--- src/rtl/blit_pkg.sv ---
package blit_pkg;
  typedef enum logic [3:0] {
    S_IDLE,
    S_FREQ,
    S_FCAP,
    S_WAIT,
    S_RDL,
    S_WRL,
    S_RDR,
    S_WRR,
    S_DONE
  } blit_state_e;
endpackage

--- src/rtl/blit_split.sv ---
module blit_split (
  input  logic [7:0]  pix,
  input  logic [2:0]  sh,
  output logic [15:0] pair
);
  // upper byte: part for the target byte, lower byte: bits that spill right
  assign pair = {pix, 8'h00} >> sh;
endmodule

--- src/rtl/blit_rowbuf.sv ---
module blit_rowbuf #(
  parameter int IDX_W = 4,
  parameter int DW    = 16
) (
  input  logic             clk,
  input  logic             we,
  input  logic [IDX_W-1:0] widx,
  input  logic [DW-1:0]    wdata,
  input  logic [IDX_W-1:0] ridx,
  output logic [DW-1:0]    rdata
);
  localparam int DEPTH = 1 << IDX_W;

  logic [DW-1:0] ent [DEPTH];

  for (genvar g = 0; g < DEPTH; g++) begin : g_ent
    always_ff @(posedge clk) begin
      if (we && widx == IDX_W'(g)) ent[g] <= wdata;
    end
  end

  assign rdata = ent[ridx];
endmodule

--- src/rtl/sprite_blitter.sv ---
module sprite_blitter #(
  parameter int SPR_AW  = 12,
  parameter int CNT_W   = 4,
  parameter int COLS_LG = 3,
  parameter int ROWS_LG = 5,
  localparam int FB_AW  = COLS_LG + ROWS_LG
) (
  input  logic              clk,
  input  logic              rst_n,
  input  logic              start,
  input  logic [7:0]        pos_x,
  input  logic [7:0]        pos_y,
  input  logic [CNT_W-1:0]  rows,
  input  logic [SPR_AW-1:0] sprite_base,
  input  logic              blank,
  output logic              spr_rd,
  output logic [SPR_AW-1:0] spr_addr,
  input  logic [7:0]        spr_data,
  output logic              fb_rd,
  output logic              fb_wr,
  output logic [FB_AW-1:0]  fb_addr,
  output logic [7:0]        fb_wdata,
  input  logic [7:0]        fb_rdata,
  output logic              busy,
  output logic              done,
  output logic              collision
);
  import blit_pkg::*;

  localparam int XW   = COLS_LG + 3;
  localparam int STEP = 1 << COLS_LG;

  blit_state_e       st_q;
  logic [2:0]        sh_q;
  logic [FB_AW-1:0]  tgt_q;
  logic [CNT_W-1:0]  nrow_q;
  logic [CNT_W-1:0]  cnt_q;
  logic [SPR_AW-1:0] base_q;
  logic              coll_q;

  logic [15:0]       split_pair;
  logic [15:0]       row_pair;
  logic [FB_AW:0]    tgt_nx;
  logic              last_row;
  logic              last_col;
  logic [7:0]        part;
  logic              unused_bits;

  assign unused_bits = ^{pos_x[7:XW], pos_y[7:ROWS_LG]};

  blit_split u_split (
    .pix  (spr_data),
    .sh   (sh_q),
    .pair (split_pair)
  );

  blit_rowbuf #(.IDX_W(CNT_W), .DW(16)) u_rowbuf (
    .clk   (clk),
    .we    (st_q == S_FCAP),
    .widx  (cnt_q),
    .wdata (split_pair),
    .ridx  (cnt_q),
    .rdata (row_pair)
  );

  assign tgt_nx   = {1'b0, tgt_q} + (FB_AW+1)'(STEP);
  assign last_row = (cnt_q + 1'b1 == nrow_q) || tgt_nx[FB_AW];
  assign last_col = &tgt_q[COLS_LG-1:0];
  assign part     = (st_q == S_WRR) ? row_pair[7:0] : row_pair[15:8];

  always_comb begin
    spr_rd   = (st_q == S_FREQ);
    spr_addr = base_q + SPR_AW'(cnt_q);
    fb_rd    = (st_q == S_RDL) || (st_q == S_RDR);
    fb_wr    = (st_q == S_WRL) || (st_q == S_WRR);
    fb_addr  = (st_q == S_RDR || st_q == S_WRR) ? tgt_q + FB_AW'(1) : tgt_q;
    fb_wdata = fb_rdata ^ part;
  end

  assign busy      = (st_q != S_IDLE);
  assign done      = (st_q == S_DONE);
  assign collision = coll_q;

  always_ff @(posedge clk or negedge rst_n) begin
    if (!rst_n) begin
      st_q   <= S_IDLE;
      sh_q   <= '0;
      tgt_q  <= '0;
      nrow_q <= '0;
      cnt_q  <= '0;
      base_q <= '0;
      coll_q <= 1'b0;
    end else begin
      unique case (st_q)
        S_IDLE: if (start) begin
          sh_q   <= pos_x[2:0];
          tgt_q  <= {pos_y[ROWS_LG-1:0], pos_x[XW-1:3]};
          nrow_q <= rows;
          base_q <= sprite_base;
          cnt_q  <= '0;
          coll_q <= 1'b0;
          st_q   <= (rows == '0) ? S_WAIT : S_FREQ;
        end
        S_FREQ: st_q <= S_FCAP;
        S_FCAP: begin
          if (cnt_q + 1'b1 == nrow_q) begin
            cnt_q <= '0;
            st_q  <= S_WAIT;
          end else begin
            cnt_q <= cnt_q + 1'b1;
            st_q  <= S_FREQ;
          end
        end
        S_WAIT: if (blank) st_q <= (nrow_q == '0) ? S_DONE : S_RDL;
        S_RDL:  st_q <= S_WRL;
        S_RDR:  st_q <= S_WRR;
        S_WRL, S_WRR: begin
          if (|(fb_rdata & part)) coll_q <= 1'b1;
          if (st_q == S_WRL && !last_col) begin
            st_q <= S_RDR;
          end else if (last_row) begin
            st_q <= S_DONE;
          end else begin
            tgt_q <= tgt_nx[FB_AW-1:0];
            cnt_q <= cnt_q + 1'b1;
            st_q  <= S_RDL;
          end
        end
        S_DONE: st_q <= S_IDLE;
        default: st_q <= S_IDLE;
      endcase
    end
  end

  logic [SPR_AW-1:0] spr_ofs;
  assign spr_ofs = spr_addr - base_q;

  AST_RMW_PAIR: assert property (@(posedge clk) disable iff (!rst_n)
    fb_wr |-> ($past(fb_rd) && fb_addr == $past(fb_addr)));

  AST_SPR_WINDOW: assert property (@(posedge clk) disable iff (!rst_n)
    spr_rd |-> (spr_ofs < SPR_AW'(nrow_q)));

  AST_RIGHT_NO_WRAP: assert property (@(posedge clk) disable iff (!rst_n)
    (fb_rd && st_q == S_RDR) |-> (fb_addr[COLS_LG-1:0] != '0));

  AST_DONE_PULSE: assert property (@(posedge clk) disable iff (!rst_n)
    done |=> (!done && !busy));

  AST_START_IGNORED: assert property (@(posedge clk) disable iff (!rst_n)
    (busy && !done && start) |=> busy);
endmodule

--- config.mk ---
export PLATFORM = sky130hd
export DESIGN_NAME = sprite_blitter
export DESIGN_NICKNAME = d
export VERILOG_FILES = /design/src/rtl/blit_pkg.sv /design/src/rtl/blit_split.sv /design/src/rtl/blit_rowbuf.sv /design/src/rtl/sprite_blitter.sv
export SDC_FILE = /design/constraint.sdc
export NUM_CORES = 1
export LEC_CHECK = 0
export ABC_AREA = 0
export BUFFER_PORTS_ARGS = -buffer_cell sky130_fd_sc_hd__buf_2
export CELL_PAD_IN_SITES_DETAIL_PLACEMENT = 0
export CELL_PAD_IN_SITES_GLOBAL_PLACEMENT = 1
export CORE_MARGIN = 2
export CORE_UTILIZATION = 56
export DETAILED_ROUTE_END_ITERATION = 7
export HOLD_SLACK_MARGIN = 0.1
export PLACE_DENSITY_LB_ADDON = 0.12
export SYNTH_ARGS = -nofsm -noshare
export SYNTH_HDL_FRONTEND = slang
export SYNTH_HIERARCHICAL = 1
export SYNTH_SLANG_ARGS = --single-unit
--- constraint.sdc ---
create_clock -name clk -period 8.9 [get_ports clk]
set_clock_uncertainty 0.15 [all_clocks]
set_input_delay 0.445 -clock clk [delete_from_list [all_inputs] [get_ports clk]]
set_output_delay 0.445 -clock clk [all_outputs]
set_load 0.01 [all_outputs]
Word level (Yosys, flattened, before mapping)
Memories as Yosys holds them, arrays and structs flattened. Index checks and enable logic that the tools add are counted.

Bitwise operators: 2. $add $sub $neg: 4. Muxes and demuxes: 99. Reductions and logical operators: 52. Shift-type cells: 1. Equality and inequality tests: 29.

Operator list (count): two-way mux 16 bit (15); OR reduction 16 bit (15); two-way mux 4 bit (24); two-way mux 1 bit (49); two-way mux 8 bit (5); equality test 4 bit (second input constant) (9); equality test 4 x 3 -> 1 bit (second input constant) (8); case mux 4 bit (7 select lines) (1); logical AND 1 bit (17); equality test 4 x 2 -> 1 bit (second input constant) (4); logical NOT 4 bit (4); case mux 8 bit (2 select lines) (1); >> shifter 16 x 3 -> 16 bit (1); adder 12 x 4 -> 12 bit (1); case mux 4 bit (3 select lines) (1); != test 2 bit (second input constant) (5); adder 8 x 4 -> 9 bit (second input constant) (1); adder 8 x 1 -> 8 bit (second input constant) (1); AND 8 bit (1); equality test 4 x 1 -> 1 bit (second input constant) (2); AND reduction 4 bit (2); OR reduction 8 bit (1); XOR 8 bit (1); AND reduction 3 bit (2); 11 further kinds (16).

Logic and storage cells: 195. Output and inout bits: 34. Bits of input ports: 52. Register bits: 36. Memories kept: 1. Bits in writable memories: 256.

Memories: u_rowbuf.ent (words 16, width 16, read ports 1, clocked after Yosys merged registers in 0, wr ports 1, RTL line blit_rowbuf.sv:14) `logic [DW-1:0] ent [DEPTH];`.

Logic depth before layout (Yosys ltp)
Gate-level depths: netlist of the first run.

Word-level depth: 20. Gate-level depth with buffers: 10. Gate-level depth less buffers: 8.

Hierarchy
The synthesis of the first run kept the hierarchy.

Modules (own cells, without submodules): blit_rowbuf (times used 1, cells each 416, area an instance 9768.1 um2, sequential area each 7687.4 um2); sprite_blitter (times used 1, cells each 240, area an instance 2492.4 um2, sequential area each 900.9 um2); blit_split (times used 1, cells each 44, area an instance 330.3 um2, sequential area each 0.0 um2).

Worst setup path after synthesis of the first run
Ideal clock, no wire load.

Path kind: reg-to-reg. Start: register st_q[3]. End: memory u_rowbuf.ent[0][0] (enable). Library setup time: 409 ps. Setup slack: 5593 ps. Arrival time: 2748 ps. Period minus slack after synthesis: 3307 ps. Path buffers: 1. Stages on the path, launching flop included: 5. Data required time: 8341 ps. Cell sequence: dfrtp_1 > buf_2 > nor4b_1 > or3b_2 > nor3_1.

Word-level cells in the longest chain between the ends: 20. Elaborated cells on any way between the ends: 94. Those cells by class: eq/ne: 1; mux: 62; reduce/logical: 31.

Ends and longest elaborated chain: start: declaration (RTL line sprite_blitter.sv:33) `blit_state_e st_q;`; start signal: assignment (RTL line sprite_blitter.sv:102) `st_q <= (rows == '0) ? S_WAIT : S_FREQ;`; start signal: assignment (RTL line sprite_blitter.sv:114) `S_WAIT: if (blank) st_q <= (nrow_q == '0) ? S_DONE : S_RDL;`; equality test 4 x 2 -> 1 bit (*) (RTL line sprite_blitter.sv:59) `.we (st_q == S_FCAP),`; logical AND 1 bit (RTL line blit_rowbuf.sv:18) `if (we && widx == IDX_W'(g)) ent[g] <= wdata;`; two-way mux 1 bit (RTL line blit_rowbuf.sv:18); two-way mux 1 bit (implied by the code) (RTL line blit_rowbuf.sv:18); OR reduction 16 bit (no line); two-way mux 4 bit (no line) or two-way mux 1 bit (tied branches) (15 in a row); end: declaration (RTL line blit_rowbuf.sv:14).

Every way passes the cells marked *; elsewhere a longest branch is shown, timed or not.

Final worst setup path of the first run
Start: register cnt_q[0]. End: output port fb_wdata[1].

Word-level cells in the longest chain between the ends: 3.

Ends and longest elaborated chain: start: declaration (RTL line sprite_blitter.sv:37) `logic [CNT_W-1:0] cnt_q;`; start signal: assignment (RTL line sprite_blitter.sv:110) `cnt_q <= cnt_q + 1'b1;`; start signal: assignment (RTL line sprite_blitter.sv:125) `cnt_q <= cnt_q + 1'b1;`; memory (16 x 16 bit); net row_pair[9] (RTL line sprite_blitter.sv:42) `logic [15:0] row_pair;`; two-way mux 8 bit (RTL line sprite_blitter.sv:69) `assign part = (st_q == S_WRR) ? row_pair[7:0] : row_pair[15:8];`; XOR 8 bit (RTL line sprite_blitter.sv:77) `fb_wdata = fb_rdata ^ part;`; end: declaration (RTL line sprite_blitter.sv:22) `output logic [7:0] fb_wdata,`.

The timed path passes the listed nets, and every way through them passes these cells.

==> results of run 1 <==
==> worst min path at each step <==
stage               startpoint        end  cells past startpoint
floorplan                rst_n  base_q[0]                      0
global placement     base_q[0]  base_q[0]                      1
detailed placement   base_q[0]  base_q[0]                      1
CTS                   pos_y[0]   tgt_q[3]                      4
global route          pos_y[0]   tgt_q[3]                      4
finish                pos_y[0]   tgt_q[3]                      4
==> cell usage after synthesis (6+ instances only) <==
cell type | instances | area, um2
edfxtp_1 | 256 | 7690
mux4_2 | 54 | 1220
dfrtp_1 | 36 | 901
mux2_2 | 35 | 394
nand2_1 | 35 | 131
a22oi_1 | 33 | 248
nor2_1 | 32 | 120
ha_1 | 16 | 200
nand3_1 | 14 | 70.1
inv_1 | 13 | 48.8
mux2i_1 | 11 | 110
xnor2_1 | 11 | 96.3
mux4_1 | 10 | 263
nor3_1 | 10 | 50.1
buf_2 | 9 | 45.0
xor2_1 | 8 | 70.1
clkbuf_1 | 7 | 26.3
o22ai_1 | 7 | 43.8
a21oi_1 | 6 | 30.0
buf_4 | 6 | 45.0
o21ai_0 | 6 | 30.0
==> area by class of cell <==
cell class / instances / area (um2) / share of cell area (%)
clock buffers: 34 / 774 / 5.32
clock inverters: 19 / 213 / 1.46
inverters: 16 / 60.1 / 0.412
well taps: 280 / 350 / 2.40
multi-input cells: 358 / 3720 / 25.5
flip-flops and latches: 292 / 8590 / 59.0
repair buffers: 132 / 861 / 5.91
==> power by group through the flow <==
stage,combinational [uW],clock (uW),sequential (uW)
floorplan,1030,0,1870
global placement,1260,0,1970
detailed placement,1300,0,1980
CTS,1310,1270,1950
global route,1430,1320,1970
finish,1310,1240,1950
==> worst reg2reg max path, cell delays in order, from the launching register on <==
cell	delay (ns)
dfrtp_4	0.84
buf_4	0.77
mux4_1	0.68
a22oi_1	0.22
nand2_1	0.08
mux2_2	0.26
ha_1	0.18
nor4_1	0.79
a21oi_1	0.17
o21a_1	0.22
==> sequential cells by signal (all words and copies together), names as in the netlist <==
| name | count |
|---|---|
| cnt_q | 4 |
| nrow_q | 4 |
| collision | 1 |
| tgt_q | 8 |
| base_q | 12 |
| st_q | 4 |
| sh_q | 3 |
| u_rowbuf/ent | 256 |
==> metrics by stage <==
step | hold slack (ns) | util, % | area (um2) | setup WS (ns) | instances
finish | 0.161 | 66.3 | 14600 | 4.40 | 1131
global placement | 0.343 | 60.6 | 13300 | 4.38 | 1050
floorplan | -0.000591 | - | 12600 | 5.59 | 700
global route | 0.168 | 66.3 | 14600 | 4.14 | 1131
detailed placement | 0.355 | 60.6 | 13300 | 4.38 | 1050
CTS | 0.147 | 66.3 | 14600 | 4.29 | 1131
==> cell families after synthesis <==
logic type      Yosys count  share of synthesized area [%]
other cells               1                         0.0298
buf+inv                  50                           2.48
flops                   292                           68.2
xor+xnor                 21                           1.64
simple gates            126                           4.99
fa+ha+maj                17                           1.75
mux                     113                           16.1
compound gates           80                           4.79
==> routing by layer <==
layer / part of all wire, % / vias to the layer above
li1: - / 3092
met1: 40 / 3550
met3: 8.3 / 30
met4: 1.4 / 0
met2: 50 / 312
met5: 0 / -
==> timing repair <==
action                                  CTS  global route
endpoints found under the hold margin    64             0
hold buffers                             28             0
endpoints found under the setup margin    0             0
==> flow_metrics.py, run 1 <==
metrics = {
    "run_status": {
        "status": "complete, no violations",
    },
    "cells_and_area": {
        "final_cell_mix": "edfxtp_1 (256), buf_2 (80), mux4_2 (54), nand2_1 (35), mux2_2 (35)",
        "fill_cells": 1477,
        "layout-drive-gt1-share_pct": 31.4,
        "nets": 898,
        "antennaDiodeCount": 0,
        "syn2layout_area_growth_pct": 15.7,
        "layout_commonest_cell": "edfxtp_1",
    },
    "drt": {
        "first_pass_iters": 5,
        "viasPerCell": 6.18,
        "drt-total-wl_mm": 27.3,
        "initialDrtViolationCount": 620,
        "antenna_left": 0,
        "wl_per_cell_um": 24.2,
        "vias": 6984,
        "drc": 0,
    },
    "placed_design": {
        "gp_congestion": 0.838,
        "dp_hpwl_mm": 16.1,
        "portBuffers": 80,
    },
    "worst_setup_path": {
        "startpoint_type": "flip-flop",
        "endpoint_kind": "primary output",
        "setup.worst_path.class": "reg2out",
        "crit_fanout": 40,
        "critPathCapture": "fb_wdata[1]",
        "timing.rr.start": "cnt_q[0]",
        "critical_path.max_stage_delay_ns": 0.84,
        "crit_arrival_ns": 3.90,
        "path_buf_inv": 2,
        "required_ns": 8.31,
        "cp.depth": 7,
        "regToRegSetupSlack_ns": 4.44,
        "slowest_stage": "dfrtp_4",
        "path_cells": "buf_4, mux4_1, a22oi_1, nand2_1, mux2_2, ha_1, buf_2",
        "ff2ff_path_depth": 9,
        "r2r_end": "collision",
        "startpoint": "cnt_q[0]",
        "cp_top_family": "multiplexers",
    },
    "power": {
        "p_total_uw": 4500,
        "seqPwrFrac_pct": 43.3,
        "peakVddDrop_mv": 0.199,
        "pwr-share-comb_pct": 29.1,
        "power.density_nw_per_um2": 309,
        "clkPwrFrac_pct": 27.7,
        "p_int_uw": 3110,
        "power_leakage_uw": 0.00517,
        "p_sw_uw": 1390,
        "switching_share_pct": 30.9,
    },
    "global_route": {
        "use_met2_pct": 39.9,
        "track_usage_pct": 23.4,
        "overflow": 0,
        "use_met3_pct": 3.83,
        "grt_pass1_vias": 7226,
        "grt_max_degree": 41,
        "grt_pass1_wl_mm": 41.4,
        "top_usage_layer": "met2",
        "use_met1_pct": 32.4,
        "antenna_found_initial": 0,
    },
    "clocking": {
        "cts_tree": "built",
        "clkLatencyLatePin_ns": 0.54,
        "htreeDepth": 1,
        "postCtsSetupBuffers": 0,
        "cts_buffer_depth": 3,
        "path_clk_slew_ns": 0.06,
        "post_cts_resized": 0,
        "numCtsBuffers": 29,
        "clock-root-buffer": "clkbuf_16",
        "cts_sinks": 292,
    },
    "flow_run": {
        "cap_violations": 0,
    },
    "sta": {
        "setup_viol": 0,
        "period_minus_slack_ns": 4.50,
        "rsz0062_at_grt": "false",
        "finalMaxSlewViolations": 0,
        "hold_viol_final": 0,
        "slew_headroom_pct": 12.4,
        "final.setup.tns_ns": 0,
        "fmax_mhz": 222,
        "tightestPinTransition_ns": 1.28,
        "finalCritPeriodShare_pct": 50.6,
    },
    "logic_synthesis": {
        "ys_warn_count": 6,
        "synth_cell_types": 67,
        "avgSynthCellArea_um2": 18.0,
        "synthFlopType": "edfxtp_1",
        "synthCells": 700,
        "netlist_area_um2": 12600,
        "ys_ff_latch": 292,
        "synth-edff-count": 256,
        "ys_seq_area_share_pct": 68.2,
        "postSynth.asyncResetShare_pct": 12.3,
        "syn-num-nets": 769,
    },
    "floorplan": {
        "row_count": 54,
        "die_w_um": 154,
        "ioPinCount": 86,
        "die_area_um2": 23700,
        "start_util_pct": 57.3,
        "die_y_um": 154,
        "core-area_um2": 22000,
    },
    "min_path": {
        "hold_path.class": "in2reg",
    },
}
Note: power is estimated with default switching activity, not from simulation.
==> inputs of run 2 (changes only) <==
--- a/config.mk
+++ b/config.mk
@@ -10,7 +10,7 @@
 export CELL_PAD_IN_SITES_DETAIL_PLACEMENT = 0
 export CELL_PAD_IN_SITES_GLOBAL_PLACEMENT = 1
 export CORE_MARGIN = 2
-export CORE_UTILIZATION = 56
+export CORE_UTILIZATION = 47
 export DETAILED_ROUTE_END_ITERATION = 7
 export HOLD_SLACK_MARGIN = 0.1
 export PLACE_DENSITY_LB_ADDON = 0.12
==> constraint.sdc (replaced) <==
create_clock -name clk -period 3.7 [get_ports clk]
set_clock_uncertainty 0.15 [all_clocks]
set_input_delay 0.185 -clock clk [delete_from_list [all_inputs] [get_ports clk]]
set_output_delay 0.185 -clock clk [all_outputs]
set_load 0.01 [all_outputs]
==> flow_metrics.py, run 2 (same netlist as run 1, synthesis figures left out) <==
metrics = {
    "floorplan": {
        "core-area_um2": 26200,
        "die_y_um": 168,
        "start_util_pct": 48.0,
        "die_area_um2": 28100,
        "die_w_um": 168,
        "row_count": 59,
        "ioPinCount": 86,
    },
    "drt": {
        "wl_per_cell_um": 23.4,
        "viasPerCell": 5.78,
        "vias": 7086,
        "initialDrtViolationCount": 645,
        "drt-total-wl_mm": 28.7,
        "drc": 0,
        "antenna_left": 0,
        "first_pass_iters": 5,
    },
    "sta": {
        "hold_viol_final": 0,
        "slew_headroom_pct": 23.5,
        "finalMaxSlewViolations": 0,
        "tightestPinTransition_ns": 1.14,
        "final.setup.tns_ns": 0,
        "period_minus_slack_ns": 3.50,
        "fmax_mhz": 286,
        "fin_hold_ws_ns": 0.146,
        "finalCritPeriodShare_pct": 94.6,
        "setup_ws_ns": 0.201,
        "setup_viol": 0,
        "rsz0062_at_grt": "false",
    },
    "power": {
        "clkPwrFrac_pct": 28.3,
        "power_leakage_uw": 0.00539,
        "seqPwrFrac_pct": 41.2,
        "power.density_nw_per_um2": 744,
        "p_int_uw": 7750,
        "switching_share_pct": 30.7,
        "pwr-share-comb_pct": 30.5,
        "peakVddDrop_mv": 0.460,
        "p_sw_uw": 3430,
    },
    "worst_setup_path": {
        "crit_arrival_ns": 3.79,
        "setup.worst_path.class": "reg2reg",
        "endpoint_kind": "flip-flop",
        "crit_fanout": 17,
        "startpoint_type": "flip-flop",
        "required_ns": 3.99,
    },
    "global_route": {
        "grt_max_degree": 50,
        "grt_pass1_wl_mm": 43.8,
        "overflow": 0,
        "antenna_found_initial": 0,
        "use_met3_pct": 2.72,
        "use_met1_pct": 29.9,
        "top_usage_layer": "met2",
        "grt_pass1_vias": 7211,
        "track_usage_pct": 20.6,
        "use_met2_pct": 33.5,
    },
    "cells_and_area": {
        "largest_reg_flops": 256,
        "antennaDiodeCount": 0,
        "layout_commonest_cell": "edfxtp_1",
        "top_register": "u_rowbuf/ent",
        "syn2layout_area_growth_pct": 19.3,
        "nets": 937,
        "layout-drive-gt1-share_pct": 32.8,
        "reg.largest.list": "u_rowbuf/ent x256, base_q x12, tgt_q x8",
        "final_cell_mix": "edfxtp_1 (256), buf_2 (80), mux4_2 (54), buf_4 (53)",
    },
    "clocking": {
        "clkLatencyLatePin_ns": 0.54,
        "cts_buffer_depth": 3,
        "cts_sinks": 292,
        "htreeDepth": 1,
        "path_clk_slew_ns": 0.06,
        "post_cts_resized": 0,
        "numCtsBuffers": 30,
        "clock-root-buffer": "clkbuf_16",
        "cts_tree": "built",
    },
    "run_status": {
        "status": "complete, no violations",
    },
    "min_path": {
        "hold_path.class": "in2async",
    },
    "placed_design": {
        "dp_slack_ns": 0.0771,
        "portBuffers": 80,
        "gp_congestion": 0.816,
        "dp_hpwl_mm": 18.5,
    },
    "flow_run": {
        "cap_violations": 0,
    },
}
run 2: what timing repair did:
action / in CTS / in global routing
endpoints found under the hold margin: 68 / 0
setup endpoints to repair: 0 / 2
hold buffers: 34 / 0
setup buffers: 0 / 1
run 2: worst max-delay path: stages, from the launching register on:
cell	delay, ns
dfrtp_4	0.61
buf_12	0.24
buf_4	0.17
mux4_2	0.50
a22oi_1	0.26
nand2_1	0.08
mux2_2	0.27
ha_1	0.17
nor4_1	0.47
buf_4	0.23
a21oi_1	0.06
o21a_1	0.17
run 2: cell type report:
type	count	area, um2
Clock buffer	36	795
Clock inverter	20	251
Fill cell	1990	11200
Inverter	16	60.1
Multi-Input combinational cell	358	3710
Sequential cell	292	8590
Tap cell	335	419
Timing Repair Buffer	170	1190
run 2: power groups by stage:
stage / logic (uW) / clock network [uW] / registers (uW)
final: 3410 / 3160 / 4610
after global routing: 3760 / 3340 / 4660
after CTS: 3420 / 3210 / 4630
after detailed placement: 3390 / 0 / 4700
after global placement: 3290 / 0 / 4680
after floorplan: 2480 / 0 / 4510
run 2: through the flow:
stage	power, uW	instance area (um2)	utilization (%)	instances
floorplan	6980	12600	-	700
global placement	7970	13600	52.0	1136
detailed placement	8090	13600	52.0	1136
CTS	11300	15000	57.3	1226
global route	11800	15000	57.3	1227
finish	11200	15000	57.3	1227
run 2: metal layers:
layer,vias to the layer above,routed length (um)
met3,49,1440
met1,3650,12800
li1,3172,-
met4,0,684
met2,215,13800
met5,-,0
run 2: worst paths after layout:
path,startpoint,end,slack [ns],cells past startpoint
setup / recovery,cnt_q[0],collision,0.20,11
hold / removal,rst_n,tgt_q[1],0.15,2
setup reg to reg,cnt_q[0],collision,0.20,11
hold reg to reg,collision,collision,0.34,1
max in group asynchronous,rst_n,cnt_q[0],2.57,2
min in group clk,spr_data[7],u_rowbuf/ent[5][15],0.15,4
==> inputs of run 3 (changes only) <==
--- a/config.mk
+++ b/config.mk
@@ -14,6 +14,7 @@
 export DETAILED_ROUTE_END_ITERATION = 7
 export HOLD_SLACK_MARGIN = 0.1
 export PLACE_DENSITY_LB_ADDON = 0.12
+export RECOVER_POWER = 50
 export SYNTH_ARGS = -nofsm -noshare
 export SYNTH_HDL_FRONTEND = slang
 export SYNTH_HIERARCHICAL = 1
==> flow_metrics.py, run 3 (same netlist as run 1, synthesis figures left out) <==
metrics = {
    "drt": {
        "vias": 7104,
        "antenna_left": 0,
        "viasPerCell": 5.79,
        "drt-total-wl_mm": 28.8,
        "wl_per_cell_um": 23.5,
        "drc": 0,
        "initialDrtViolationCount": 574,
        "first_pass_iters": 5,
    },
    "global_route": {
        "grt_pass1_vias": 7211,
        "antenna_found_initial": 0,
        "track_usage_pct": 20.6,
        "use_met2_pct": 33.5,
        "top_usage_layer": "met2",
        "use_met3_pct": 2.72,
        "use_met1_pct": 29.9,
        "grt_pass1_wl_mm": 43.8,
        "grt_max_degree": 50,
        "overflow": 0,
    },
    "clocking": {
        "numCtsBuffers": 30,
        "cts_tree": "built",
        "clkLatencyLatePin_ns": 0.54,
        "path_clk_slew_ns": 0.07,
        "clock-root-buffer": "clkbuf_16",
        "htreeDepth": 1,
        "cts_sinks": 292,
        "cts_buffer_depth": 3,
    },
    "cells_and_area": {
        "nets": 937,
        "stdcell_area_um2": 14900,
        "layout-drive-gt1-share_pct": 28.5,
        "final_cell_mix": "edfxtp_1 (256), buf_2 (74), mux4_2 (54), nand2_1 (35)",
        "antennaDiodeCount": 0,
        "top_register": "u_rowbuf/ent",
        "largest_reg_flops": 256,
        "syn2layout_area_growth_pct": 18.3,
        "layout_commonest_cell": "edfxtp_1",
        "reg.largest.list": "u_rowbuf/ent x256, base_q x12, tgt_q x8",
    },
    "power": {
        "power.density_nw_per_um2": 746,
        "peakVddDrop_mv": 0.459,
        "power_leakage_uw": 0.00526,
    },
    "sta": {
        "hold_viol_final": 0,
        "rsz0062_at_grt": "false",
        "slew_headroom_pct": -45.0,
        "finalMaxSlewViolations": 37,
        "fmax_mhz": 285,
        "period_minus_slack_ns": 3.51,
        "final.setup.tns_ns": 0,
        "tightestPinTransition_ns": 2.17,
        "finalCritPeriodShare_pct": 94.8,
        "setup_viol": 0,
    },
    "floorplan": {
        "start_util_pct": 48.0,
        "ioPinCount": 86,
        "row_count": 59,
        "core-area_um2": 26200,
        "die_y_um": 168,
        "die_area_um2": 28100,
        "die_w_um": 168,
    },
    "worst_setup_path": {
        "critPathCapture": "collision",
        "required_ns": 3.99,
        "timing.rr.start": "cnt_q[0]",
        "setup.worst_path.class": "reg2reg",
        "crit_arrival_ns": 3.79,
        "ff2ff_path_depth": 11,
        "r2r_end": "collision",
        "crit_fanout": 17,
        "endpoint_kind": "flip-flop",
        "startpoint_type": "flip-flop",
        "startpoint": "cnt_q[0]",
        "regToRegSetupSlack_ns": 0.19,
    },
    "placed_design": {
        "dp_hpwl_mm": 18.5,
        "gp_congestion": 0.816,
        "portBuffers": 80,
        "place_area_um2": 13600,
    },
    "flow_run": {
        "cap_violations": 1,
    },
    "run_status": {
        "status": "finished, violations left",
        "violations": "capacitance limit, slew limit",
    },
    "min_path": {
        "hold_path.class": "in2reg",
    },
}
-- run 3: changes by cell type in the layout (fill, tap and decap cells not counted), moves of 3 or more --
cell / previous run / this run
buf_4: 53 / 31
nor3_2: 4 / 1
nor3_1: 6 / 10
buf_2: 80 / 74
clkbuf_1: 5 / 33
mux2_1: 0 / 3
-- run 3: worst min-delay path by stage --
stage,startpoint,endpoint,cells past startpoint
2_1_floorplan,rst_n,base_q[0],0
3_3_place_gp,rst_n,tgt_q[5],1
3_5_place_dp,rst_n,tgt_q[5],1
4_1_cts,spr_data[7],u_rowbuf/ent[0][15],4
5_1_grt,spr_data[0],u_rowbuf/ent[5][1],3
6_report,spr_data[0],u_rowbuf/ent[7][1],3
-- run 3: timing repair --
item,4_1_cts,5_1_grt
hold buffers,34,0
endpoints found under the hold margin,68,0
resized for setup,0,0
setup buffers,0,1
endpoints found under the setup margin,0,2
-- run 3: through the flow --
stage,instances,total power (uW),hold slack (ns),setup slack (ns),util [%]
2_1_floorplan,700,6980,-0.261,0.393,-
3_3_place_gp,1136,7970,0.180,0.0904,52.0
3_5_place_dp,1136,8090,0.210,0.0771,52.0
4_1_cts,1226,11300,0.121,0.0637,57.3
5_1_grt,1227,11700,0.194,0.0252,56.8
6_report,1227,11100,0.155,0.192,56.8
-- run 3: worst max-delay path, stage by stage, from the launching register on --
cell	delay [ns]
dfrtp_4	0.61
buf_12	0.24
buf_4	0.17
mux4_2	0.50
a22oi_1	0.26
nand2_1	0.08
mux2_2	0.27
ha_1	0.17
nor4_1	0.47
buf_4	0.23
a21oi_1	0.06
o21a_1	0.17
-- run 3: report_power, final --
part / total, uW / internal (uW) / switching, uW
logic: 3340 / 1470 / 1880
clock network: 3160 / 1940 / 1210
registers: 4620 / 4290 / 324
total: 11100 / 7700 / 3410
-- run 3: area by class of cell --
cell class                      instances  area, um2
Multi-Input combinational cell        358       3670
Inverter                               16       60.1
Clock inverter                         20        251
Clock buffer                           36        795
Fill cell                            2020      11300
Sequential cell                       292       8590
Timing Repair Buffer                  170       1100
Tap cell                              335        419
-- run 3: layer usage --
layer | wire (um) | share of wire [%] | vias up
met5 | 0 | 0 | -
met4 | 633 | 2.2 | 0
met3 | 1450 | 5.0 | 42
met2 | 13900 | 48 | 229
met1 | 12800 | 45 | 3663
li1 | - | - | 3170
